<file path="config.mk">
export PLATFORM = sky130hd
export DESIGN_NAME = tri_series_div
export DESIGN_NICKNAME = d
export VERILOG_FILES = /design/src/rtl/tri_series_div_pkg.sv /design/src/rtl/tri_series_ctrl.sv /design/src/rtl/tri_series_term.sv /design/src/rtl/tri_series_acc.sv /design/src/rtl/tri_series_div.sv
export SDC_FILE = /design/constraint.sdc
export NUM_CORES = 1
export LEC_CHECK = 0
export ABC_CLOCK_PERIOD_IN_PS = 2450
export BUFFER_PORTS_ARGS = -buffer_cell sky130_fd_sc_hd__buf_2
export CELL_PAD_IN_SITES_DETAIL_PLACEMENT = 1
export CELL_PAD_IN_SITES_GLOBAL_PLACEMENT = 2
export CORE_UTILIZATION = 34
export DETAILED_ROUTE_END_ITERATION = 10
export PLACE_DENSITY_LB_ADDON = 0.12
export SLEW_MARGIN = 20
export SYNTH_ARGS = -nofsm -noshare
export SYNTH_HDL_FRONTEND = slang
export SYNTH_SLANG_ARGS = --single-unit
</file>
<file path="constraint.sdc">
create_clock -name clk -period 2.45 [get_ports clk]
set_input_delay 0.245 -clock clk [delete_from_list [all_inputs] [get_ports clk]]
set_output_delay 0.245 -clock clk [all_outputs]
set_load 0.1 [all_outputs]
</file>
<file path="src/rtl/tri_series_div_pkg.sv">
// Package: tri_series_div_pkg
// Shared helpers for the divide-by-three series unit.
// Assumes: widths passed in are greater than 2.
package tri_series_div_pkg;

    // Upper bound on busy cycles for an operand of width w
    function automatic int max_busy_cycles(input int w);
        return (w + 1) / 2 + 1;
    endfunction

    // Width needed for a counter that must reach n
    function automatic int count_bits(input int n);
        return $clog2(n + 2);
    endfunction

endpackage

</file>
<file path="src/rtl/tri_series_ctrl.sv">
// Module: tri_series_ctrl
// Sequencing for one series run. It accepts start when idle, steps
// while the term is nonzero and finishes on a zero term.
// Assumes: term_zero comes from the registered working term.
module tri_series_ctrl
    import tri_series_div_pkg::*;
#(
    parameter int W = 16
) (
    input  logic clk,
    input  logic rst_n,
    input  logic start,
    input  logic term_zero,
    output logic busy,
    output logic done,
    output logic load,
    output logic step,
    output logic finish
);
    localparam int MAXC = max_busy_cycles(W);
    localparam int CW   = count_bits(MAXC);

    logic [CW-1:0] busy_cnt;

    // Decode the per-cycle actions from the phase and the term
    always_comb begin
        load   = start && !busy;
        step   = busy && !term_zero;
        finish = busy && term_zero;
    end

    // Phase and completion pulse registers
    always_ff @(posedge clk) begin
        if (!rst_n) begin
            busy <= 1'b0;
            done <= 1'b0;
        end else begin
            done <= finish;
            if (load)
                busy <= 1'b1;
            else if (finish)
                busy <= 1'b0;
        end
    end

    // Counts busy cycles so the latency bound can be checked
    always_ff @(posedge clk) begin
        if (!rst_n || load)
            busy_cnt <= '0;
        else if (busy && busy_cnt != CW'(MAXC + 1))
            busy_cnt <= busy_cnt + 1'b1;
    end


    latency_bound_chk: assert property (@(posedge clk) disable iff (!rst_n)
        busy |-> (busy_cnt < CW'(MAXC)));


    done_pulse_chk: assert property (@(posedge clk) disable iff (!rst_n)
        done |=> !done);


    done_idle_chk: assert property (@(posedge clk) disable iff (!rst_n)
        done |-> !busy);


    start_busy_chk: assert property (@(posedge clk) disable iff (!rst_n)
        (start && !busy) |=> busy);

endmodule

</file>
<file path="src/rtl/tri_series_term.sv">
// Module: tri_series_term
// Working term register. It loads the operand and is divided by four
// on each step.
// Assumes: load and step are never high together.
module tri_series_term #(
    parameter int W = 16
) (
    input  logic         clk,
    input  logic         rst_n,
    input  logic         load,
    input  logic         step,
    input  logic [W-1:0] x,
    output logic [W-1:0] term_next,
    output logic         term_zero
);
    logic [W-1:0] term;

    // Next term is a zero-filled shift right by two
    always_comb begin
        term_next = {2'b00, term[W-1:2]};
        term_zero = (term == '0);
    end

    // Holds the current series term
    always_ff @(posedge clk) begin
        if (!rst_n)
            term <= '0;
        else if (load)
            term <= x;
        else if (step)
            term <= term_next;
    end


    term_shift_chk: assert property (@(posedge clk) disable iff (!rst_n)
        (step && !load) |=> (term == ($past(term) >> 2)));


    term_shrink_chk: assert property (@(posedge clk) disable iff (!rst_n)
        (step && !load) |=> (term < $past(term)));

endmodule

</file>
<file path="src/rtl/tri_series_acc.sv">
// Module: tri_series_acc
// Accumulates shifted terms and publishes the sum when a run finishes.
// Assumes: the series sum never exceeds the operand, so W bits suffice.
module tri_series_acc #(
    parameter int W = 16
) (
    input  logic         clk,
    input  logic         rst_n,
    input  logic         load,
    input  logic         step,
    input  logic         finish,
    input  logic [W-1:0] addend,
    output logic [W-1:0] quotient
);
    logic [W-1:0] sum;

    // Running sum of the series terms
    always_ff @(posedge clk) begin
        if (!rst_n || load)
            sum <= '0;
        else if (step)
            sum <= sum + addend;
    end

    // Result register, updated only when a run completes
    always_ff @(posedge clk) begin
        if (!rst_n)
            quotient <= '0;
        else if (finish)
            quotient <= sum;
    end


    quotient_hold_chk: assert property (@(posedge clk) disable iff (!rst_n)
        !finish |=> $stable(quotient));


    sum_grow_chk: assert property (@(posedge clk) disable iff (!rst_n)
        (step && !load) |=> (sum >= $past(sum)));

endmodule

</file>
<file path="src/rtl/tri_series_div.sv">
// Module: tri_series_div
// Top level of the divide-by-three unit. It computes the sum of x/4 +
// x/16 + ... with truncated terms, one term per clock.
// Assumes: W > 2. A start while busy is dropped.
module tri_series_div #(
    parameter int W = 16
) (
    input  logic         clk,
    input  logic         rst_n,
    input  logic         start,
    input  logic [W-1:0] x,
    output logic [W-1:0] quotient,
    output logic         busy,
    output logic         done
);
    logic         load;
    logic         step;
    logic         finish;
    logic         term_zero;
    logic [W-1:0] term_next;

    // Parameter guard checked at elaboration
    initial begin
        width_param_chk: assert (W > 2);
    end

    tri_series_ctrl #(.W(W)) u_ctrl (
        .clk(clk), .rst_n(rst_n), .start(start), .term_zero(term_zero),
        .busy(busy), .done(done), .load(load), .step(step), .finish(finish)
    );

    tri_series_term #(.W(W)) u_term (
        .clk(clk), .rst_n(rst_n), .load(load), .step(step), .x(x),
        .term_next(term_next), .term_zero(term_zero)
    );

    tri_series_acc #(.W(W)) u_acc (
        .clk(clk), .rst_n(rst_n), .load(load), .step(step), .finish(finish),
        .addend(term_next), .quotient(quotient)
    );


    busy_start_ignored_chk: assert property (@(posedge clk) disable iff (!rst_n)
        (busy && !finish) |=> busy);

endmodule

</file>
======== Word-level counts from Yosys, hierarchy flattened ========
Cells that the tools add are included.
operators by class
  $add $sub $neg .......................... 1
  mux-type cells .......................... 4
  reductions and logical operators ........ 10
operators with widths
  kind                     count
  2-to-1 mux 16 bit        2
  adder 16 x 14 -> 16 bit  1
  zero test 16 bit         1
  nonzero test 2 bit       2
  logical AND 1 bit        3
  zero test 1 bit          3
  2-to-1 mux 1 bit         2
  logical OR 1 bit         1
storage, ports and cells
  register bits ........................... 50
  bits of input ports ..................... 19
  output and inout port bits .............. 18
  word-level logic and storage cells ...... 20

======== Longest topological paths before layout ========
Gate-level depths: netlist of the first run.
  depth after elaboration ................. 5
  mapped depth ............................ 8
  mapped depth without buffers ............ 8

======== Modules after synthesis ========
A second synthesis of the first run with hierarchy kept.
second synthesis, totals
  cell total of the unflattened synthesis .. 311
  area total of the unflattened synthesis .. 2982.9 µm²
modules (own cells, without submodules)
  module           instances  cells an instance  area an instance (µm²)  sequential area each (µm²)
  tri_series_acc   1          212                1911.8                  640.6
  tri_series_term  1          92                 985.9                   320.3
  tri_series_ctrl  1          7                  85.1                    40.0

======== Worst setup path after synthesis of the first run ========
OpenSTA, ideal clock, no wires.
  path type ............................... register to register
  from .................................... reg u_ctrl.busy
  to ...................................... reg u_acc.sum[7]
  setup time .............................. 74 ps
  arrival time ............................ 2083 ps
  required time ........................... 2376 ps
  path slack .............................. 293 ps
  stages on the path, launching flop included .. 8
  buffers on the path ..................... 3
  period minus slack after synthesis ...... 2157 ps
  cells stage by stage .................... dfxtp_1 > buf_2 > nor2b_1 > buf_2 > nor2_1 > clkbuf_1 > nand2_1 > o21ai_0
on the way
  word-level cells in the longest chain between the ends .. 3
  elaborated cells on any way between the ends .. 4
  classes of those cells .................. reduce/logical (4)
ends and longest elaborated chain
  item                    line                   source
  start, declared         tri_series_ctrl.sv:14  output logic busy,
  start signal, assigned  tri_series_ctrl.sv:35  busy <= 1'b0;
  start signal, assigned  tri_series_ctrl.sv:40  busy <= 1'b1;
  start signal, assigned  tri_series_ctrl.sv:42  busy <= 1'b0;
  zero test 1 bit         tri_series_ctrl.sv:27  load = start && !busy;
  logical AND 1 bit       tri_series_ctrl.sv:27
  logical OR 1 bit        tri_series_acc.sv:19   if (!rst_n || load)
  end signal, assigned    tri_series_acc.sv:22   sum <= sum + addend;
  end, declared           tri_series_acc.sv:15   logic [W-1:0] sum;
Several ways; a longest one is shown, not always the timed one.
A chain may end at the register's enable or synchronous reset.

======== Worst setup path in the final report of the first run ========
  from .................................... reg u_term.term[2]
  to ...................................... reg u_acc.sum[14]
on the way
  word-level cells in the longest chain between the ends .. 3
  elaborated cells on any way between the ends .. 4
  classes of those cells .................. add/sub (1); reduce/logical (3)
ends and longest elaborated chain
  item                                                                             line                   source
  start, declared                                                                  tri_series_term.sv:16  logic [W-1:0] term;
  start signal, assigned                                                           tri_series_term.sv:31  term <= term_next;
  parallel branches: the longest is 3 deep, another holds adder 16 x 14 -> 16 bit  --
Parallel ways; which one is timed is not known.

==> parameters.txt, run 1 <==
Parameter                              Value

Outcome
  Status    complete, no violations

STA
  # setup viols final    0
  Worst setup skew after layout    0.006277 ns
  Normalized max-slew margin    0.4242
  Transition time of the tightest slew-check pin    0.8605 ns
  Pins Over Slew Limit    0
  FMAX    431.0 MHz
  Worst path setup slack after routing    0.1299 ns
  Final period demand of the worst path    2.320 ns
  Final hold viol count    0
  Crit share post-route    0.9470

Clock tree
  H-tree Lvls    2
  Clock buffer count from CTS    5
  Post-CTS setup buffer count    0
  Cell at the root of the clock tree    sky130_fd_sc_hd__clkbuf_8
  Clock transition at path regs    0.09 ns
  Clock Latency Late Sink    0.31 ns
  Total clock sinks    50
  CTS resizes    0
  Hold buffer count at CTS    0
  Worst-case clock buffer depth    2
  TritonCTS clock tree    yes

Setup path
  Critical path peak fanout    4
  Slowest library cell on the worst path    sky130_fd_sc_hd__fa_1
  Kind of cell adding the most delay to the critical path    compound AO/OA/AOI/OAI gates
  Path length in cells of the critical path    8
  Cell Chain, Critical Path    ha_1 > fa_1 > a21o_2 > a221oi_4 > a211o_2 > a21oi_2 > o31ai_2 > mux2i_1
  Data arrival time of the critical path    2.56 ns
  Kind of capture point of the worst setup path    flip-flop
  Slack of the worst reg-to-reg path    0.13 ns
  CP Data Required Time    2.69 ns
  Start-to-end type of the worst setup path    flip-flop to flip-flop
  Buffers plus inverters on the worst setup path    0
  Critical path startpoint category    flip-flop
  Worst-case reg-to-reg path depth    8
  Largest incremental delay on the critical path    0.42 ns

Power and ir drop
  Sum of internal, switching and leakage power    1.673 mW
  Leakage component of the power    1.302 nW
  Total power divided by cell area    578.0 mW/mm2
  Peak supply drop    0.2763 mV

Routing
  Average wire per cell in the routed design    16.62 um
  Final Routed Wirelength    6.914 mm
  Remaining number of nets flagged by the antenna check after routing    0
  Drt drc    0
  Detailed-route vias per instance    5.382
  Via total after detailed routing    2,239
  Number of optimization iterations in the first detailed-route pass    5
  Initial detailed-routing violation count    108

Logic synthesis
  Synth warnings    0
  Cell type with the largest total area after synthesis    sky130_fd_sc_hd__dfxtp_1
  Proportion of synthesized chip area in sequential cells    0.3996
  Cell count after synthesis    284
  Dominant cell by count in the synthesized netlist    sky130_fd_sc_hd__dfxtp_1
  Total nets after synthesis    318
  Netlist Area Pre-Place    0.002505 mm2
  Most frequent cells after synthesis    50 x sky130_fd_sc_hd__dfxtp_1, 39 x sky130_fd_sc_hd__nor2_1, 27 x sky130_fd_sc_hd__nand2_1, 25 x sky130_fd_sc_hd__a21oi_1, 22 x sky130_fd_sc_hd__mux2i_1
  Count of distinct cell types in the synthesized netlist    46
  Synthesized area per cell    8.820 um2
  EDFF count, synth    0
  Async set or reset register ratio after synthesis    0
  Flip-flop and latch count after synthesis    50
  Synth top area cells    sky130_fd_sc_hd__dfxtp_1 40%, sky130_fd_sc_hd__mux2i_1 8.8%, sky130_fd_sc_hd__ha_1 7.0%
  Primary FF master, synth    sky130_fd_sc_hd__dfxtp_1
  Area share of the leading cell type in the synthesized netlist    0.3996

Place
  Count of input and output buffers    36
  Cell count after placement    408
  Standard cell area after detailed placement    0.002791 mm2
  Detailed-placement wirelength estimate    4.999 mm
  GP Congestion    0.7782
  Post-Place Worst Slack    0.08876 ns

Final layout
  Cell area after layout    0.002894 mm2
  # diodes    0
  Number of fillers in the final layout    842
  Area overhead of the layout relative to synthesis    15.53%
  Area taken by flip-flops and latches    0.001001 mm2
  Share of layout cells above drive strength 1    0.1906
  Net count, final    353
  Post-route non-filler standard cell count    416
  Area of the multi-input gates    0.001434 mm2

Global routing
  Sum of overflow across all layers after global routing    0
  Number of global-route vias before repair    2,208
  Wire length of the first global-routing pass    11.20 mm
  Tot GR Track Use    0.1912
  Initial antenna violation count    0
  Largest net degree at the start of global routing    37

Die
  Height of the die    87.84 um
  Initial Utilization    0.3607
  Overall die width    87.84 um
  Number of rows in the core area    30
  Die ar.    0.007715 mm2
  Top Ports    37
  Core Area    0.006944 mm2

Worst hold path
  Min-Delay Path Depth    3
  Hold/Removal Path Class    input port to flip-flop

Flow run
  Max-capacitance violation count    0
[flip-flops by register name (all words and copies together) (netlist names)]
register / count
u_acc.quotient: 16
u_acc.sum: 16
u_ctrl.busy: 1
u_ctrl.done: 1
u_term.term: 16
[final timing paths]
check | from | endpoint
worst max-delay path | u_term.term[2] | u_acc.sum[14]
worst min-delay path | x[15] | u_term.term[15]
worst max register to register | u_term.term[2] | u_acc.sum[14]
worst min register to register | u_acc.sum[0] | u_acc.sum[0]
[layout by cell type (no fill, tap or decap), types with 2 or more instances in the layout]
cell type | netlist | layout
sky130_fd_sc_hd__dfxtp_1 | 50 | 50
sky130_fd_sc_hd__nor2_1 | 39 | 39
sky130_fd_sc_hd__buf_2 | 5 | 36
sky130_fd_sc_hd__nand2_1 | 27 | 27
sky130_fd_sc_hd__a21oi_1 | 25 | 25
sky130_fd_sc_hd__mux2i_1 | 22 | 22
sky130_fd_sc_hd__ha_1 | 14 | 14
sky130_fd_sc_hd__nand3_1 | 13 | 13
sky130_fd_sc_hd__a222oi_1 | 9 | 9
sky130_fd_sc_hd__xnor2_1 | 8 | 8
sky130_fd_sc_hd__buf_4 | 1 | 7
sky130_fd_sc_hd__clkbuf_8 | 0 | 6
sky130_fd_sc_hd__nor4_1 | 5 | 5
sky130_fd_sc_hd__o21ai_0 | 5 | 5
sky130_fd_sc_hd__nor3_1 | 4 | 4
sky130_fd_sc_hd__a22oi_1 | 4 | 4
sky130_fd_sc_hd__nor2b_1 | 3 | 3
sky130_fd_sc_hd__a21o_1 | 3 | 3
sky130_fd_sc_hd__o21a_1 | 3 | 3
sky130_fd_sc_hd__inv_1 | 3 | 3
sky130_fd_sc_hd__or3_1 | 3 | 3
sky130_fd_sc_hd__nand4_1 | 2 | 2
sky130_fd_sc_hd__and2_1 | 2 | 2
sky130_fd_sc_hd__o211ai_1 | 2 | 2
sky130_fd_sc_hd__a31oi_1 | 2 | 2
sky130_fd_sc_hd__a211oi_1 | 2 | 2
[per-layer routing]
layer | vias up | global-route usage | share of wire
met5 | - | 0 | 0
met4 | 0 | 0.05365 | 0.010
met3 | 7 | 0.03770 | 0.041
met2 | 48 | 0.3044 | 0.44
met1 | 1087 | 0.2625 | 0.51
li1 | 1097 | - | -
[power by group]
part | switching (mW) | internal, mW | leakage, nW | total, mW
registers | 0.0373 | 0.842 | 0.406 | 0.879
clock network | 0.272 | 0.228 | 0.0482 | 0.501
logic | 0.188 | 0.105 | 0.848 | 0.293
[cell type report]
class                           count  area share
Multi-Input combinational cell    215      0.4955
Sequential cell                    50      0.3459
Timing Repair Buffer               43     0.08041
Tap cell                           96     0.04150
Clock buffer                        7     0.02983
Inverter                            4    0.005188
Clock inverter                      1    0.001729
[worst reg2reg max path, stage by stage (launching register included)]
cell and delay, ns:
sky130_fd_sc_hd__dfxtp_1 0.35, sky130_fd_sc_hd__ha_1 0.24, sky130_fd_sc_hd__fa_1 0.42, sky130_fd_sc_hd__a21o_2 0.26, sky130_fd_sc_hd__a221oi_4 0.30, sky130_fd_sc_hd__a211o_2 0.22, sky130_fd_sc_hd__a21oi_2 0.06, sky130_fd_sc_hd__o31ai_2 0.20
sky130_fd_sc_hd__mux2i_1 0.21
[stage by stage]
step	util	hold WS, ns	TNS, ns
after global routing	0.4168	0.2016	-0.007863
final	0.4168	0.1646	0
after CTS	0.4151	0.1614	0
after floorplan	-	0.3857	0
after global placement	0.4020	0.4663	0
after detailed placement	0.4020	0.4760	0
[cells by family (layout without fill, tap and decap cells)]
logic type	count (synthesis)	count (layout)	synth area share
and+or+nand+nor	108	108	0.2023
AOI/OAI and AO/OA	62	62	0.1718
DFF	50	50	0.3996
muxes	22	22	0.08791
buffers and inverters	19	55	0.03246
adders and majority gates	15	15	0.07792
xor gates and xnor gates	8	8	0.02797
Note: power is estimated with default switching activity, not from simulation.
==> inputs of run 2 (changes only) <==
Settings changed: CORE_MARGIN set to 3, CTS_CLUSTER_SIZE set to 24, REMOVE_ABC_BUFFERS set to 1.
==> parameters.txt, run 2 (synthesized netlist as in run 1, its figures left out) <==
Parameter                              Value

Outcome
  Status    complete, no violations

STA
  Transition time of the tightest slew-check pin    0.8134 ns (-0.04709 ns)
  Worst path setup slack after routing    0.1481 ns (+0.01815 ns)
  Normalized max-slew margin    0.4557 (+0.03151)
  RSZ-0062 raised after global routing    false
  Pins Over Slew Limit    0 (unchanged)
  Final period demand of the worst path    2.302 ns (-0.01815 ns)
  Hold Worst Slack    0.1777 ns (+0.01302 ns)
  Crit share post-route    0.9396 (-0.007407)
  Final hold viol count    0 (unchanged)
  # setup viols final    0 (unchanged)
  Worst setup skew after layout    0.004588 ns (-0.001689 ns)
  FMAX    434.4 MHz (+0.79%)

Die
  Die ar.    0.008434 mm2 (+9.3%)
  Core Area    0.006982 mm2 (+0.54%)
  Initial Utilization    0.3588 (-0.001939)
  Number of rows in the core area    30 (unchanged)
  Height of the die    91.84 um (+4.6%)
  Overall die width    91.84 um (+4.6%)
  Top Ports    37 (unchanged)

Place
  Post-Place Worst Slack    0.1799 ns (+0.09115 ns)
  Count of input and output buffers    36 (unchanged)
  Cell count after placement    410 (+0.49%)
  Standard cell area after detailed placement    0.002806 mm2 (+0.54%)
  GP Congestion    0.7932 (+1.9%)
  Detailed-placement wirelength estimate    5.001 mm (about the same)

Final layout
  Post-route non-filler standard cell count    417 (+0.24%)
  Number of fillers in the final layout    850 (+0.95%)
  Share of layout cells above drive strength 1    0.1900 (-0.0005938)
  Commonest non-fill, non-tap cells in the layout    50 x sky130_fd_sc_hd__dfxtp_1, 39 x sky130_fd_sc_hd__nor2_1, 36 x sky130_fd_sc_hd__buf_2
  Most frequent standard cell in the layout excluding fill and tap cells    sky130_fd_sc_hd__dfxtp_1
  Final core utilization    0.4145 (-0.002241)
  Largest regs    u_acc.quotient: 16 flops, u_acc.sum: 16 flops, u_term.term: 16 flops
  Cell area after layout    0.002894 mm2 (unchanged)
  Net count, final    355 (+0.57%)
  # diodes    0 (unchanged)
  Area overhead of the layout relative to synthesis    15.53% (unchanged)

Power and ir drop
  Logic pwr share    0.180 (+0.005)
  Clock group share of total power    0.287 (-0.012)
  Sw power    0.4977 mW (about the same)
  Peak supply drop    0.2119 mV (-23%)
  Total power divided by cell area    568.7 mW/mm2 (-1.6%)
  Cell Int Power    1.148 mW (-2.3%)
  Net Sw Frac    0.3024 (+0.005166)
  Share of total power in sequential cells    0.532 (+0.006)
  Leakage component of the power    1.301 nW (-0.10%)

Worst hold path
  Hold/Removal Path Class    input port to flip-flop
  Min-Delay Path Depth    3 (unchanged)

Clock tree
  Clock transition at path regs    0.09 ns (about the same)
  Worst-case clock buffer depth    2 (unchanged)
  Clock Latency Late Sink    0.30 ns (about the same)
  Cell at the root of the clock tree    sky130_fd_sc_hd__clkbuf_8
  H-tree Lvls    2 (unchanged)
  Hold buffer count at CTS    0 (unchanged)
  Post-CTS setup buffer count    0 (unchanged)
  Clock buffer count from CTS    5 (unchanged)
  Total clock sinks    50 (unchanged)
  TritonCTS clock tree    yes

Setup path
  Critical path startpoint category    flip-flop
  Start-to-end type of the worst setup path    flip-flop to flip-flop
  Data arrival time of the critical path    2.54 ns (-0.02 ns)
  Cell Chain, Critical Path    ha_1 > fa_1 > a21o_2 > a221oi_4 > a211o_2 > a21oi_2 > o31ai_2 > mux2i_1
  Slowest library cell on the worst path    sky130_fd_sc_hd__fa_1
  Buffers plus inverters on the worst setup path    0 (unchanged)
  Worst-case reg-to-reg path depth    8 (unchanged)
  Critical path peak fanout    4 (unchanged)
  Setup crit end    u_acc.sum[14]
  Slack of the worst reg-to-reg path    0.15 ns (+0.02 ns)
  R2R Path End    u_acc.sum[14]
  Worst Setup SP    u_term.term[2]
  CP Data Required Time    2.69 ns (about the same)
  Reg-to-reg critical path startpoint    u_term.term[2]
  Largest incremental delay on the critical path    0.42 ns (about the same)
  Kind of capture point of the worst setup path    flip-flop
  Kind of cell adding the most delay to the critical path    compound AO/OA/AOI/OAI gates
  Path length in cells of the critical path    8 (unchanged)

Routing
  Number of optimization iterations in the first detailed-route pass    4 (-1)
  Initial detailed-routing violation count    93 (-14%)
  Via total after detailed routing    2,258 (+0.85%)
  Drt drc    0 (unchanged)
  Detailed-route vias per instance    5.415 (+0.61%)
  Final Routed Wirelength    7.056 mm (+2.1%)
  Average wire per cell in the routed design    16.92 um (+1.8%)
  Remaining number of nets flagged by the antenna check after routing    0 (unchanged)

Flow run
  Max-capacitance violation count    0 (unchanged)

Global routing
  Initial antenna violation count    0 (unchanged)
  Tot GR Track Use    0.1739 (-0.01737)
  Sum of overflow across all layers after global routing    0 (unchanged)
  Largest net degree at the start of global routing    37 (unchanged)
  Number of global-route vias before repair    2,274 (+3.0%)
  Wire length of the first global-routing pass    11.69 mm (+4.4%)
## run 2: per-stage QoR
stage	setup TNS [ns]	power, mW
2_1_floorplan	-1.382	1.081
3_3_place_gp	0	1.191
3_5_place_dp	0	1.194
4_1_cts	0	1.675
5_1_grt	0	1.743
6_report	0	1.646
## run 2: final cells by class
| type | count | area (um2) | area share |
|---|---|---|---|
| well taps | 96 | 120.1 | 0.04150 |
| inverters | 4 | 15.01 | 0.005188 |
| repair buffers | 45 | 247.7 | 0.08560 |
| clock buffers | 7 | 76.32 | 0.02637 |
| flip-flops and latches | 50 | 1001 | 0.3459 |
| multi-input cells | 215 | 1434 | 0.4955 |
## run 2: how the worst min path moves through the flow
stage                            endpoint     startpoint  slack (ns)
final                     u_term.term[15]          x[15]        0.18
after global placement      u_acc.sum[15]  u_acc.sum[15]        0.46
after floorplan           u_term.term[15]          x[15]        0.39
after global routing      u_term.term[15]          x[15]        0.17
after detailed placement    u_acc.sum[15]  u_acc.sum[15]        0.47
after CTS                 u_term.term[15]          x[15]        0.17
## run 2: repair_timing
action,CTS,global route
setup endpoints to repair,0,1
resized for setup,0,1
endpoints found under the hold margin,0,0
## run 2: worst min-delay path: stages
cell	delay [ns]
sky130_fd_sc_hd__buf_2	0.08
sky130_fd_sc_hd__a21oi_1	0.05
sky130_fd_sc_hd__nor2_1	0.07
## run 2: per-layer routing
| metal | vias to the layer above | global-route usage | part of all wire |
|---|---|---|---|
| met5 | - | 0 | 0 |
| met4 | 0 | 0.04455 | 0.0050 |
| met3 | 2 | 0.03117 | 0.036 |
| met2 | 42 | 0.2745 | 0.47 |
| met1 | 1103 | 0.2448 | 0.49 |
| li1 | 1111 | - | - |
## run 2: power groups by stage
| stage | Combinational [mW] | Sequential [mW] | Clock (mW) |
|---|---|---|---|
| after floorplan | 0.175 | 0.906 | 0 |
| after global placement | 0.296 | 0.895 | 0 |
| final | 0.297 | 0.876 | 0.472 |
| after detailed placement | 0.299 | 0.895 | 0 |
| after global routing | 0.331 | 0.881 | 0.531 |
| after CTS | 0.300 | 0.876 | 0.498 |
==> inputs of run 3 (changes only) <==
Settings changed: CORE_ASPECT_RATIO set to 0.75.
==> parameters.txt, run 3 (synthesized netlist as in run 1, its figures left out) <==
Parameter                              Value

Outcome
  Status    complete, no violations

Setup path
  CP Data Required Time    2.69 ns (about the same)
  Slowest library cell on the worst path    sky130_fd_sc_hd__fa_2
  Cell Chain, Critical Path    ha_1 > fa_2 > a21o_2 > a221oi_4 > a211o_2 > a21oi_2 > o31ai_2 > mux2i_1
  Kind of capture point of the worst setup path    flip-flop
  Buffers plus inverters on the worst setup path    0 (unchanged)
  Kind of cell adding the most delay to the critical path    compound AO/OA/AOI/OAI gates
  Critical path peak fanout    4 (unchanged)
  Critical path startpoint category    flip-flop
  Data arrival time of the critical path    2.51 ns (-0.03 ns)
  Start-to-end type of the worst setup path    flip-flop to flip-flop
  Largest incremental delay on the critical path    0.38 ns (-0.04 ns)

Die
  Initial Utilization    0.3598 (+0.001032)
  Die ar.    0.008444 mm2 (+0.12%)
  Overall die width    105.1 um (+14%)
  Top Ports    37 (unchanged)
  Core Area    0.006962 mm2 (-0.29%)
  Height of the die    80.34 um (-13%)
  Number of rows in the core area    26 (-13%)

Worst hold path
  Hold/Removal Path Class    input port to flip-flop

STA
  # setup viols final    0 (unchanged)
  Final hold viol count    0 (unchanged)
  FMAX    440.2 MHz (+1.3%)
  Crit share post-route    0.9271 (-0.01241)
  Hold Worst Slack    0.1701 ns (-0.007554 ns)
  Worst setup skew after layout    0.008307 ns (+0.003718 ns)
  Final period demand of the worst path    2.272 ns (-0.03042 ns)
  RSZ-0062 raised after global routing    false
  Transition time of the tightest slew-check pin    0.8873 ns (+0.07387 ns)
  Pins Over Slew Limit    0 (unchanged)
  Normalized max-slew margin    0.4063 (-0.04943)

Final layout
  Final core utilization    0.4153 (+0.0008330)
  Post-route non-filler standard cell count    417 (unchanged)
  Area overhead of the layout relative to synthesis    15.43% (about the same)
  Most frequent standard cell in the layout excluding fill and tap cells    sky130_fd_sc_hd__dfxtp_1
  Share of layout cells above drive strength 1    0.1912 (+0.001191)
  Cell area after layout    0.002892 mm2 (about the same)
  Number of fillers in the final layout    840 (-1.2%)
  Largest regs    u_acc.quotient: 16 flops, u_acc.sum: 16 flops, u_term.term: 16 flops
  # diodes    0 (unchanged)
  Net count, final    352 (-0.85%)
  Commonest non-fill, non-tap cells in the layout    50 x sky130_fd_sc_hd__dfxtp_1, 39 x sky130_fd_sc_hd__nor2_1, 36 x sky130_fd_sc_hd__buf_2

Clock tree
  Clock transition at path regs    0.10 ns (about the same)
  TritonCTS clock tree    yes
  Clock Latency Late Sink    0.31 ns (about the same)
  Worst-case clock buffer depth    2 (unchanged)
  Clock buffer count from CTS    5 (unchanged)
  Total clock sinks    50 (unchanged)
  CTS resizes    0 (unchanged)
  Hold buffer count at CTS    0 (unchanged)
  Cell at the root of the clock tree    sky130_fd_sc_hd__clkbuf_8
  H-tree Lvls    2 (unchanged)
  Post-CTS setup buffer count    0 (unchanged)

Place
  Standard cell area after detailed placement    0.002786 mm2 (-0.71%)
  GP Congestion    0.7560 (-4.7%)
  Count of input and output buffers    36 (unchanged)
  Detailed-placement wirelength estimate    5.033 mm (+0.65%)
  Cell count after placement    409 (-0.24%)

Routing
  Number of optimization iterations in the first detailed-route pass    5 (+1)
  Final Routed Wirelength    6.934 mm (-1.7%)
  Initial detailed-routing violation count    122 (+31%)
  Drt drc    0 (unchanged)
  Via total after detailed routing    2,205 (-2.3%)
  Remaining number of nets flagged by the antenna check after routing    0 (unchanged)
  Average wire per cell in the routed design    16.63 um (-1.7%)
  Detailed-route vias per instance    5.288 (-2.3%)

Power and ir drop
  Peak supply drop    0.2558 mV (+21%)
  Leakage component of the power    1.295 nW (-0.46%)
  Total power divided by cell area    580.2 mW/mm2 (+2.0%)

Global routing
  Sum of overflow across all layers after global routing    0 (unchanged)
  Tot GR Track Use    0.1755 (+0.001618)
  Initial antenna violation count    0 (unchanged)
  Number of global-route vias before repair    2,211 (-2.8%)
  Wire length of the first global-routing pass    11.67 mm (-0.12%)
  Largest net degree at the start of global routing    37 (unchanged)

Flow run
  Max-capacitance violation count    0 (unchanged)
run 3: cell count changes in the layout (fill, tap and decap cells not counted), sizes merged:
cell / previous run / this run
buf: 45 / 42
clkinv: 0 / 1
run 3: metal layers:
| metal | wire length (um) | vias up | GRT usage | part of all wire |
|---|---|---|---|---|
| li1 | - | 1099 | - | - |
| met1 | 3699 | 1069 | 0.2488 | 0.53 |
| met2 | 2951 | 33 | 0.2753 | 0.43 |
| met3 | 243 | 4 | 0.03454 | 0.035 |
| met4 | 40 | 0 | 0.03932 | 0.0058 |
| met5 | 0 | - | 0 | 0 |
run 3: stage by stage:
step / worst slack, ns / power, mW / TNS (ns)
after floorplan: -0.3589 / 1.081 / -1.382
after global placement: 0.1273 / 1.185 / 0
after detailed placement: 0.09289 / 1.187 / 0
after CTS: 0.06632 / 1.711 / 0
after global routing: 0.03762 / 1.778 / 0
final: 0.1785 / 1.678 / 0
run 3: power by group:
group	total (mW)	internal, mW	switching [mW]	leakage [nW]
Sequential	0.882	0.842	0.0403	0.406
Combinational	0.284	0.103	0.180	0.840
Clock	0.511	0.229	0.283	0.0482
run 3: final timing paths:
path / from / endpoint / slack [ns] / cells past startpoint
max reg2reg: u_term.term[2] / u_acc.sum[14] / 0.18 / 8
min reg2reg: u_acc.sum[15] / u_acc.sum[15] / 0.48 / 2
max: u_term.term[2] / u_acc.sum[14] / 0.18 / 8
min: x[15] / u_term.term[15] / 0.17 / 3
run 3: layout make-up:
| type | instances | area (um2) | share of cell area |
|---|---|---|---|
| tap | 98 | 122.6 | 0.04241 |
| sequential | 50 | 1001 | 0.3462 |
| clock buffer | 7 | 86.33 | 0.02986 |
| clock inverter | 1 | 5.005 | 0.001731 |
| timing repair buffer | 42 | 225.2 | 0.07789 |
| inverter | 4 | 15.01 | 0.005193 |
| multi-input combinational | 215 | 1436 | 0.4968 |
run 3: worst register-to-register path: stages, from the launching register on:
cell,delay [ns]
sky130_fd_sc_hd__dfxtp_1,0.35
sky130_fd_sc_hd__ha_1,0.24
sky130_fd_sc_hd__fa_2,0.38
sky130_fd_sc_hd__a21o_2,0.26
sky130_fd_sc_hd__a221oi_4,0.28
sky130_fd_sc_hd__a211o_2,0.22
sky130_fd_sc_hd__a21oi_2,0.07
sky130_fd_sc_hd__o31ai_2,0.21
sky130_fd_sc_hd__mux2i_1,0.21
